`src/rtl/hzu_pkg.sv`:
```
package hzu_pkg;
   // Bypass source codes shared by all select outputs
   typedef enum logic [1:0] {
      SRC_RF    = 2'd0,
      SRC_EXMEM = 2'd1,
      SRC_MEMWB = 2'd2
   } src_e;

   localparam int unsigned MAX_IDX_W = 8;
endpackage

```
`src/rtl/hzu_match.sv`:
```
// One producer/consumer comparison; index 0 never hits.
module hzu_match #(
   parameter int unsigned IDX_W = 5
) (
   input  logic [IDX_W-1:0] src,
   input  logic             src_used,
   input  logic [IDX_W-1:0] dst,
   input  logic             dst_wen,
   output logic             hit
);
   logic dst_live;

   always_comb begin
      dst_live = dst_wen && (dst != '0);
      hit      = src_used && dst_live && (dst == src);
   end
endmodule

```
`src/rtl/hzu_pick.sv`:
```
// Priority bypass choice for one consumer: younger memory-stage result first.
module hzu_pick #(
   parameter int unsigned IDX_W = 5
) (
   input  logic [IDX_W-1:0] src,
   input  logic             src_used,
   input  logic [IDX_W-1:0] near_rd,
   input  logic             near_wen,
   input  logic [IDX_W-1:0] far_rd,
   input  logic             far_wen,
   output hzu_pkg::src_e    sel
);
   logic near_hit;
   logic far_hit;

   hzu_match #(.IDX_W(IDX_W)) u_near (
      .src(src), .src_used(src_used), .dst(near_rd), .dst_wen(near_wen), .hit(near_hit)
   );

   hzu_match #(.IDX_W(IDX_W)) u_far (
      .src(src), .src_used(src_used), .dst(far_rd), .dst_wen(far_wen), .hit(far_hit)
   );

   always_comb begin
      if (near_hit)     sel = hzu_pkg::SRC_EXMEM;
      else if (far_hit) sel = hzu_pkg::SRC_MEMWB;
      else              sel = hzu_pkg::SRC_RF;
   end
endmodule

```
`src/rtl/hzu_interlock.sv`:
```
// Bubble request for hazards that forwarding cannot cover.
module hzu_interlock #(
   parameter int unsigned IDX_W         = 5,
   parameter bit          DECODE_BRANCH = 1'b1,
   parameter bit          MEM_STORE_FWD = 1'b1
) (
   input  logic [IDX_W-1:0] id_rs1,
   input  logic [IDX_W-1:0] id_rs2,
   input  logic             id_use_a,
   input  logic             id_use_b,
   input  logic             id_store,
   input  logic             id_branch,
   input  logic [IDX_W-1:0] ex_rd,
   input  logic             ex_wen,
   input  logic             ex_load,
   input  logic [IDX_W-1:0] mem_rd,
   input  logic             mem_wen,
   input  logic             mem_load,
   output logic             stall
);
   logic ld_wen;
   logic use_a_alu;
   logic use_b_alu;
   logic ld_hit_a;
   logic ld_hit_b;
   logic br_stall;

   always_comb begin
      ld_wen    = ex_wen && ex_load;
      use_a_alu = id_use_a && !(DECODE_BRANCH && id_branch);
      // Store data alone waits for the memory-stage bypass when enabled
      use_b_alu = id_use_b && !(MEM_STORE_FWD && id_store);
   end

   hzu_match #(.IDX_W(IDX_W)) u_ld_a (
      .src(id_rs1), .src_used(use_a_alu), .dst(ex_rd), .dst_wen(ld_wen), .hit(ld_hit_a)
   );

   hzu_match #(.IDX_W(IDX_W)) u_ld_b (
      .src(id_rs2), .src_used(use_b_alu), .dst(ex_rd), .dst_wen(ld_wen), .hit(ld_hit_b)
   );

   generate
      if (DECODE_BRANCH) begin : g_br
         logic br_ex_hit;
         logic br_mem_hit;
         logic mem_ld_wen;

         assign mem_ld_wen = mem_wen && mem_load;

         hzu_match #(.IDX_W(IDX_W)) u_br_ex (
            .src(id_rs1), .src_used(id_branch), .dst(ex_rd), .dst_wen(ex_wen), .hit(br_ex_hit)
         );

         hzu_match #(.IDX_W(IDX_W)) u_br_mem (
            .src(id_rs1), .src_used(id_branch), .dst(mem_rd), .dst_wen(mem_ld_wen), .hit(br_mem_hit)
         );

         assign br_stall = br_ex_hit || br_mem_hit;
      end else begin : g_no_br
         logic unused_br;
         assign unused_br = id_branch ^ mem_wen ^ mem_load ^ (^mem_rd);
         assign br_stall  = 1'b0;
      end
   endgenerate

   assign stall = ld_hit_a || ld_hit_b || br_stall;
endmodule

```
`src/rtl/hazard_bypass_unit.sv`:
```
module hazard_bypass_unit #(
   parameter int unsigned IDX_W         = 5,
   parameter bit          DECODE_BRANCH = 1'b1,
   parameter bit          MEM_STORE_FWD = 1'b1
) (
   input  logic [IDX_W-1:0] id_rs1,
   input  logic [IDX_W-1:0] id_rs2,
   input  logic             id_use_a,
   input  logic             id_use_b,
   input  logic             id_store,
   input  logic             id_branch,
   input  logic [IDX_W-1:0] ex_rs1,
   input  logic [IDX_W-1:0] ex_rs2,
   input  logic             ex_use_a,
   input  logic             ex_use_b,
   input  logic [IDX_W-1:0] ex_rd,
   input  logic             ex_wen,
   input  logic             ex_load,
   input  logic [IDX_W-1:0] mem_rs2,
   input  logic             mem_store,
   input  logic [IDX_W-1:0] mem_rd,
   input  logic             mem_wen,
   input  logic             mem_load,
   input  logic [IDX_W-1:0] wb_rd,
   input  logic             wb_wen,
   output logic [1:0]       fwd_a_sel,
   output logic [1:0]       fwd_b_sel,
   output logic             st_data_sel,
   output logic [1:0]       zero_sel,
   output logic             hold_pc_ifid,
   output logic             flush_idex
);
   localparam int unsigned N_OPS = 2;

   generate
      if (IDX_W < 1 || IDX_W > hzu_pkg::MAX_IDX_W) begin : g_bad_w
         $error("hazard_bypass_unit: IDX_W out of range");
      end
   endgenerate

   logic [IDX_W-1:0] op_src  [N_OPS];
   logic             op_used [N_OPS];
   hzu_pkg::src_e    op_sel  [N_OPS];

   assign op_src[0]  = ex_rs1;
   assign op_src[1]  = ex_rs2;
   assign op_used[0] = ex_use_a;
   assign op_used[1] = ex_use_b;

   genvar k;
   generate
      for (k = 0; k < N_OPS; k++) begin : g_op
         hzu_pick #(.IDX_W(IDX_W)) u_pick (
            .src(op_src[k]), .src_used(op_used[k]),
            .near_rd(mem_rd), .near_wen(mem_wen),
            .far_rd(wb_rd), .far_wen(wb_wen),
            .sel(op_sel[k])
         );
      end
   endgenerate

   assign fwd_a_sel = op_sel[0];
   assign fwd_b_sel = op_sel[1];

   // Zero detector bypass in decode
   generate
      if (DECODE_BRANCH) begin : g_zero
         hzu_pkg::src_e z_sel;
         logic          mem_alu_wen;
         assign mem_alu_wen = mem_wen && !mem_load;
         hzu_pick #(.IDX_W(IDX_W)) u_zpick (
            .src(id_rs1), .src_used(id_branch),
            .near_rd(mem_rd), .near_wen(mem_alu_wen),
            .far_rd(wb_rd), .far_wen(wb_wen),
            .sel(z_sel)
         );
         assign zero_sel = z_sel;
      end else begin : g_no_zero
         assign zero_sel = hzu_pkg::SRC_RF;
      end
   endgenerate

   // Store data bypass in the memory stage
   generate
      if (MEM_STORE_FWD) begin : g_st
         hzu_match #(.IDX_W(IDX_W)) u_st (
            .src(mem_rs2), .src_used(mem_store), .dst(wb_rd), .dst_wen(wb_wen), .hit(st_data_sel)
         );
      end else begin : g_no_st
         logic unused_st;
         assign unused_st   = mem_store ^ (^mem_rs2);
         assign st_data_sel = 1'b0;
      end
   endgenerate

   logic stall;

   hzu_interlock #(
      .IDX_W(IDX_W), .DECODE_BRANCH(DECODE_BRANCH), .MEM_STORE_FWD(MEM_STORE_FWD)
   ) u_lock (
      .id_rs1(id_rs1), .id_rs2(id_rs2), .id_use_a(id_use_a), .id_use_b(id_use_b),
      .id_store(id_store), .id_branch(id_branch),
      .ex_rd(ex_rd), .ex_wen(ex_wen), .ex_load(ex_load),
      .mem_rd(mem_rd), .mem_wen(mem_wen), .mem_load(mem_load),
      .stall(stall)
   );

   assign hold_pc_ifid = stall;
   assign flush_idex   = stall;
endmodule

```
`config.mk`:
```
export PLATFORM = sky130hd
export DESIGN_NAME = hazard_bypass_unit
export DESIGN_NICKNAME = d
export VERILOG_FILES = /design/src/rtl/hzu_pkg.sv /design/src/rtl/hzu_match.sv /design/src/rtl/hzu_pick.sv /design/src/rtl/hzu_interlock.sv /design/src/rtl/hazard_bypass_unit.sv
export SDC_FILE = /design/constraint.sdc
export NUM_CORES = 1
export LEC_CHECK = 0
export ABC_CLOCK_PERIOD_IN_PS = 1600
export BUFFER_PORTS_ARGS = -buffer_cell sky130_fd_sc_hd__buf_2
export CAP_MARGIN = 20
export CORE_MARGIN = 10
export CORE_UTILIZATION = 40
export DETAILED_ROUTE_END_ITERATION = 6
export GPL_TIMING_DRIVEN = 0
export PLACE_DENSITY = 0.85
export REMOVE_ABC_BUFFERS = 1
export SLEW_MARGIN = 20
export SYNTH_ARGS = -nofsm -noshare
export SYNTH_HDL_FRONTEND = slang
export SYNTH_SLANG_ARGS = --single-unit
```
`constraint.sdc`:
```
create_clock -name vclk -period 1.6
set_input_delay 0.16 -clock vclk [all_inputs]
set_output_delay 0.16 -clock vclk [all_outputs]
set_load 0.02 [all_outputs]
```
== After elaboration in Yosys (flattened, before gate mapping) ==
Cells that the tools add are included.

* Register bits after elaboration: 0
* Input port bits: 52
* Output and inout bits: 9
* Logic and storage cells: 57

* Eq/ne operators: 9
* Muxes and demuxes: 6
* Reduce and logical (&&, ||, !) cells: 42

{| class="wikitable"
|+ Operators by type and width
! operator !! number
|-
| $eq 5x5->1 || 9
|-
| $logic_and 1x1->1 || 33
|-
| $reduce_bool 5->1 || 3
|-
| $mux 2 || 6
|-
| $logic_not 1->1 || 3
|-
| $logic_or 1x1->1 || 3
|}

== Depth between registers and ports, before layout ==
Gate-level depths: netlist (run 1).

* Depth after elaboration: 6
* Gate-level depth with buffers: 5
* Gate-level depth less buffers: 4

== Cells and area by module ==
A second synthesis (run 1) with hierarchy kept.

* Cell total of the unflattened synthesis: 123
* Area total of the unflattened synthesis: 957.2 µm²

{| class="wikitable"
|+ By module, submodules not included
! module !! times used !! cells each !! area an instance (µm²) !! sequential area each (µm²)
|-
| hzu_match || 11 || 10 || 76.3 || 0.0
|-
| hzu_pick || 3 || 2 || 21.3 || 0.0
|-
| hzu_interlock || 1 || 5 || 32.5 || 0.0
|-
| hazard_bypass_unit || 1 || 2 || 21.3 || 0.0
|}

== Worst setup path after synthesis (run 1) ==
No wires, ideal clock.

* Path kind: input-to-output
* From: in id_rs1[3]
* To: out hold_pc_ifid
* Arrival: 1.427 ns
* Data required time: 1.440 ns
* Path slack: 0.013 ns
* Stages on the path: 5
* Buffers on the path: 1
* Cell sequence: xor2_1 > or4_1 > o22ai_1 > a32o_1 > buf_4

* Word-level cells in the longest chain between the ends: 4
* Elaborated cells between the ends (all ways): 8
* Classes of those cells: 2 x eq/ne; 6 x reduce/logical

{| class="wikitable"
|+ Ends and longest elaborated chain
! item !! line !! source
|-
| start: declaration || hazard_bypass_unit.sv:6 || <nowiki>input logic [IDX_W-1:0] id_rs1,</nowiki>
|-
| $eq 5x5->1 || hzu_match.sv:15 || <nowiki>hit = src_used && dst_live && (dst == src);</nowiki>
|-
| $logic_and 1x1->1 || hzu_match.sv:15 ||
|-
| $logic_or 1x1->1, on equally long branches || hzu_interlock.sv:67, hzu_interlock.sv:59 ||
|-
| $logic_or 1x1->1 * || hzu_interlock.sv:67 || <nowiki>assign stall = ld_hit_a || ld_hit_b || br_stall;</nowiki>
|-
| end: declaration || hazard_bypass_unit.sv:30 || <nowiki>output logic hold_pc_ifid,</nowiki>
|}

Every way passes the cells marked *; elsewhere a longest branch is shown, timed or not.

== Worst setup path in the final report (run 1) ==
* From: in mem_rd[4]
* To: out flush_idex

* Word-level cells in the longest chain between the ends: 6
* Elaborated cells between the ends (all ways): 7
* Classes of those cells: 1 x eq/ne; 6 x reduce/logical

{| class="wikitable"
|+ Ends and longest elaborated chain
! item !! line !! source
|-
| start: declaration || hazard_bypass_unit.sv:21 || <nowiki>input logic [IDX_W-1:0] mem_rd,</nowiki>
|-
| $reduce_bool 5->1 || hzu_match.sv:14 || <nowiki>dst_live = dst_wen && (dst != '0);</nowiki>
|-
| $logic_and 1x1->1 || hzu_match.sv:14 ||
|-
| $logic_and 1x1->1 || hzu_match.sv:15 ||
|-
| $logic_and 1x1->1 * || hzu_match.sv:15 ||
|-
| $logic_or 1x1->1 * || hzu_interlock.sv:59 || <nowiki>assign br_stall = br_ex_hit || br_mem_hit;</nowiki>
|-
| $logic_or 1x1->1 * || hzu_interlock.sv:67 ||
|-
| end: declaration || hazard_bypass_unit.sv:31 || <nowiki>output logic flush_idex</nowiki>
|}

Marks and branches as above.

==> metrics.cfg, run 1 <==
[yosys]
ys_top_cells_by_area = xnor2_1 (38%), xor2_1 (19%), nor3_2 (7.3%)
synth-simple-area-share_pct = 28.8
syn_area_um2 = 687
synth_mux_area_share_pct = 0
ys_warn_count = 0
synthAdderAreaFrac_pct = 0
synth_compound_area_share_pct = 6.74
seq_area_frac_synth_pct = 0
synth_xor_area_share_pct = 57.4
synth_area_per_cell_um2 = 7.63
netlist_top_cells_count = xnor2_1 (30), xor2_1 (15), nand2_1 (6)
yosys.area.top_type = xnor2_1
synthCells = 90
yosys.area.top_type_share_pct = 38.3
synth_top_family_by_area = XOR/XNOR gates
yosysMostFrequentCell = xnor2_1
ys_types = 19

[routing]
top_layer_used = met4
postRouteAntennaNets = 0
wl_per_cell_um = 18.0
detailroute.wirelength.met2_mm = 1.72
wl_mm = 2.91
vias_per_cell = 5.36
m1WireLength_um = 886
num_vias = 869
dr.first_iter.drc_count = 20
first_pass_iters = 5
drc = 0
wl_met3_um = 245

[layout]
nNetsFinal = 200
drive_gt1_share_pct = 54.1
seq_cell_count = 0
syn_to_final_growth_pct = 60.8
ff_latch_area_um2 = 0
antenna_cells = 0
nClkBuffers = 0
fin_cells = 162

[placed_design]
place_congestion = 0.804
detailedPlace.worstSlack_ps = -57.9
hpwl_mm = 2.39
numPortBuffers = 61
placedCellCount = 158

[hold_path]
hp-class = in2out

[cts]
holdBufCountCts = 0

[run]
maxCapViolations = 0

[critical_path]
crit_chain = buf_8 -> or4_4 -> o21ai_4 -> nor3_2 -> a32o_2 -> buf_6
crit_fanout = 4
critical_path_buf_inv_count = 2
critical_path.top_delay_family = simple AND/OR/NAND/NOR gates
crit_path_max_incr_delay_ps = 530
critPathKind = in2out
required_ps = 1440
crit_slowest_cell = or4_4
start_kind = input pin
end_kind = output pin
cp.arrival_ps = 1460

[die]
die_y_um = 61.4
num_io_pins = 61
core-area_um2 = 1560
design.die.area_um2 = 3770
die_width_um = 61.4
initial_utilization_pct = 44.1
rows = 14

[sta]
fin_crit_sh_pct = 101
clock.fmax_mhz = 618
period_needed_ps = 1620
finalWorstSetupSlack_ps = -18.3
worstMarginPinSlew_ps = 300
relSlewSlack_pct = 79.8
setup_viol = 2
grt_setup_unrepaired = yes
hold_violations = 0
report.final.slew_viol_count = 0

[pwr]
p_leak_uw = 0.000471
power_density_nw_per_um2 = 256
ir_drop_mv = 0.115

[global_routing]
gr-total-overflow = 0
grt.total_usage_pct = 13.2
grt_pass1_wl_mm = 4.03
grt_start_max_net_pins = 6
antenna_found_initial = 0
grt_pass1_vias = 885

[run_status]
violations = setup timing
status = complete, but fails checks

-- what timing repair did --
action | 4_1_cts | 5_1_grt
setup endpoints to repair | 5 | 6
setup buffers | 2 | 2
pin swaps | 8 | 8
gates resized for setup | 20 | 11
-- area by class of cell --
class | count | area [um^2]
Multi-Input combinational cell | 81 | 676
Fill cell | 113 | 454
Tap cell | 16 | 20.0
Timing Repair Buffer | 65 | 409
-- worst min-delay path: cells and delay by family --
family / cells / cell delay [ps]
buf+inv: 2 / 250
simple gates: 1 / 50
-- cell usage in the layout (no fill, tap or decap) --
cell      count
o21ai_4       2
xor2_2        1
xor2_1       14
a32o_2        1
xnor2_1      30
nand3_1       3
nor4_1        3
nor3_1        2
nor3_2        6
or4_1         1
nor4_2        1
nand2_1       6
or4_4         2
nor2_1        1
buf_2        48
o22ai_2       1
nand4b_1      1
buf_4         9
a21oi_1       1
buf_6         5
buf_8         3
nand4_1       5
-- path summary, 6_finish.rpt --
path | cells past startpoint | start | to | slack (ps)
setup / recovery | 6 | mem_rd[4] | flush_idex | -20
hold / removal | 3 | mem_load | zero_sel[0] | 620
-- report_power, final --
part | total, uW | switching (uW) | internal (uW)
registers | 0 | 0 | 0
logic | 283 | 132 | 150
clock network | 0 | 0 | 0
-- layer usage --
layer,track usage (%),up-vias
met4,2.55,0
met1,12.8,403
met3,2.67,4
met5,0,-
met2,27.7,39
li1,-,423
-- through the flow --
| stage | util [%] | instance area [um^2] | TNS (ps) | hold WS, ps | power [uW] |
|---|---|---|---|---|---|
| after floorplan | - | 638 | 0 | 423 | 120 |
| final | 70.9 | 1100 | -35.9 | 624 | 283 |
| after global placement | 61.8 | 963 | -161 | 627 | 234 |
| after CTS | 66.7 | 1040 | -46.7 | 634 | 261 |
| after global routing | 70.9 | 1100 | -91.1 | 637 | 305 |
| after detailed placement | 61.8 | 963 | -214 | 631 | 244 |
-- kinds of logic after synthesis --
kind of cell / after synthesis
buffers and inverters: 9
AND/OR/NAND/NOR: 31
XOR/XNOR: 45
AO/OA/AOI/OAI: 5
(Power assumes the default switching activity.)
==> inputs of run 2 (changes only) <==
Settings changed: ABC_CLOCK_PERIOD_IN_PS 1600 to 2100, CORE_UTILIZATION 40 to 43, PLACE_DENSITY 0.85 to 0.9.
Clock period 1.6 ns to 2.1 ns, I/O delays scaled along.
==> run 2 against run 1 <==
Net effect: the run now ends clean; total power is 34% lower; die area is 4.7% lower; clock-buffer cell count stayed put; first-iteration DRC count is 65% lower; via count is 6.7% lower; critical path depth stayed put; sequential share of layout area stayed put; final cell count is 2.5% lower; flip-flop and latch count stayed put; wire length is 14% lower; worst setup slack better by 350 ps; global-route usage is 0.24 points lower; largest power group unchanged.
==> metrics.cfg, run 2 (synthesis results as in run 1) <==
[hold_path]
hp-class = in2out
worstHoldPathCells = 3

[placed_design]
place_congestion = 0.810
hpwl_mm = 2.34
detailedPlace.worstSlack_ps = 318
numPortBuffers = 61

[sta]
worstMarginPinSlew_ps = 406
setup_viol = 0
relSlewSlack_pct = 72.7
grt_setup_unrepaired = no
hold_violations = 0
report.final.slew_viol_count = 0
clock.fmax_mhz = 565
setup_tns_ps = 0
finalWorstSetupSlack_ps = 329
fin_crit_sh_pct = 84.3
period_needed_ps = 1770

[layout]
syn_to_final_growth_pct = 40.3
utilization_pct = 64.0
seq_cell_count = 0
drive_gt1_share_pct = 48.6
final_common_cell = buf_2
multi_input_area_um2 = 638
nClkBuffers = 0
nNetsFinal = 196
ff_latch_area_um2 = 0
antenna_cells = 0
final_cell_mix = buf_2 (61), xnor2_1 (30), xor2_1 (15)
n_fill_cell = 129

[routing]
detailroute.wirelength.met2_mm = 1.36
first_pass_iters = 4
wl_mm = 2.50
wl_per_cell_um = 15.8
vias_per_cell = 5.13
wl_met3_um = 207
top_layer_used = met4
num_vias = 811
postRouteAntennaNets = 0
drc = 0
dr.first_iter.drc_count = 7
m1WireLength_um = 906

[cts]
cts_resized = 0
holdBufCountCts = 0
cts_setup_buffers = 0

[global_routing]
grt_start_max_net_pins = 6
gr-total-overflow = 0
antenna_found_initial = 0
grt_pass1_wl_mm = 3.86
grt.total_usage_pct = 13.0
grt_pass1_vias = 878

[run_status]
status = finished, final reports clean

[critical_path]
crit_fanout = 4
required_ps = 1890
cp.arrival_ps = 1560
end_kind = output pin
start_kind = input pin
critPathKind = in2out

[die]
initial_utilization_pct = 45.6
design.die.area_um2 = 3600
die_width_um = 60.0
num_io_pins = 61
die_y_um = 60.0
core-area_um2 = 1510
rows = 14

[pwr]
power_density_nw_per_um2 = 194
ir_drop_mv = 0.102
p_leak_uw = 0.000429

[run]
maxCapViolations = 0

run 2: changes by cell type in the layout (fill, tap and decap cells not counted), moves of 3 or more:
cell	previous run	this run
buf_6	5	0
buf_8	3	0
buf_2	48	61
buf_4	9	0
run 2: cell type report:
cell class         instances  area share [%]
well taps                 16            2.08
repair buffers            61            31.7
multi-input cells         81            66.2
run 2: report_power, final:
part	internal (uW)	switching (uW)
clock network	0	0
registers	0	0
logic	95.3	91.8
run 2: metal layers:
layer,vias to the layer above,GRT usage (%)
li1,414,-
met1,363,13.6
met2,32,25.7
met3,2,3.18
met4,0,0.962
met5,-,0
run 2: worst paths after layout:
check	slack, ps	startpoint	end
worst max-delay path	330	mem_rd[1]	hold_pc_ifid
worst min-delay path	730	mem_load	zero_sel[0]
run 2: through the flow:
stage	power [uW]	hold WS (ps)	cell area [um^2]	instances
after global placement	179	728	963	158
after global routing	205	744	963	158
after detailed placement	187	730	963	158
after CTS	188	730	963	158
final	187	727	963	158
after floorplan	91.7	523	638	81
run 2: critical path: stages:
cell     delay [ps]
buf_2           140
or4_4           560
o21ai_4         200
nor3_1           80
a32o_1          210
buf_2           160
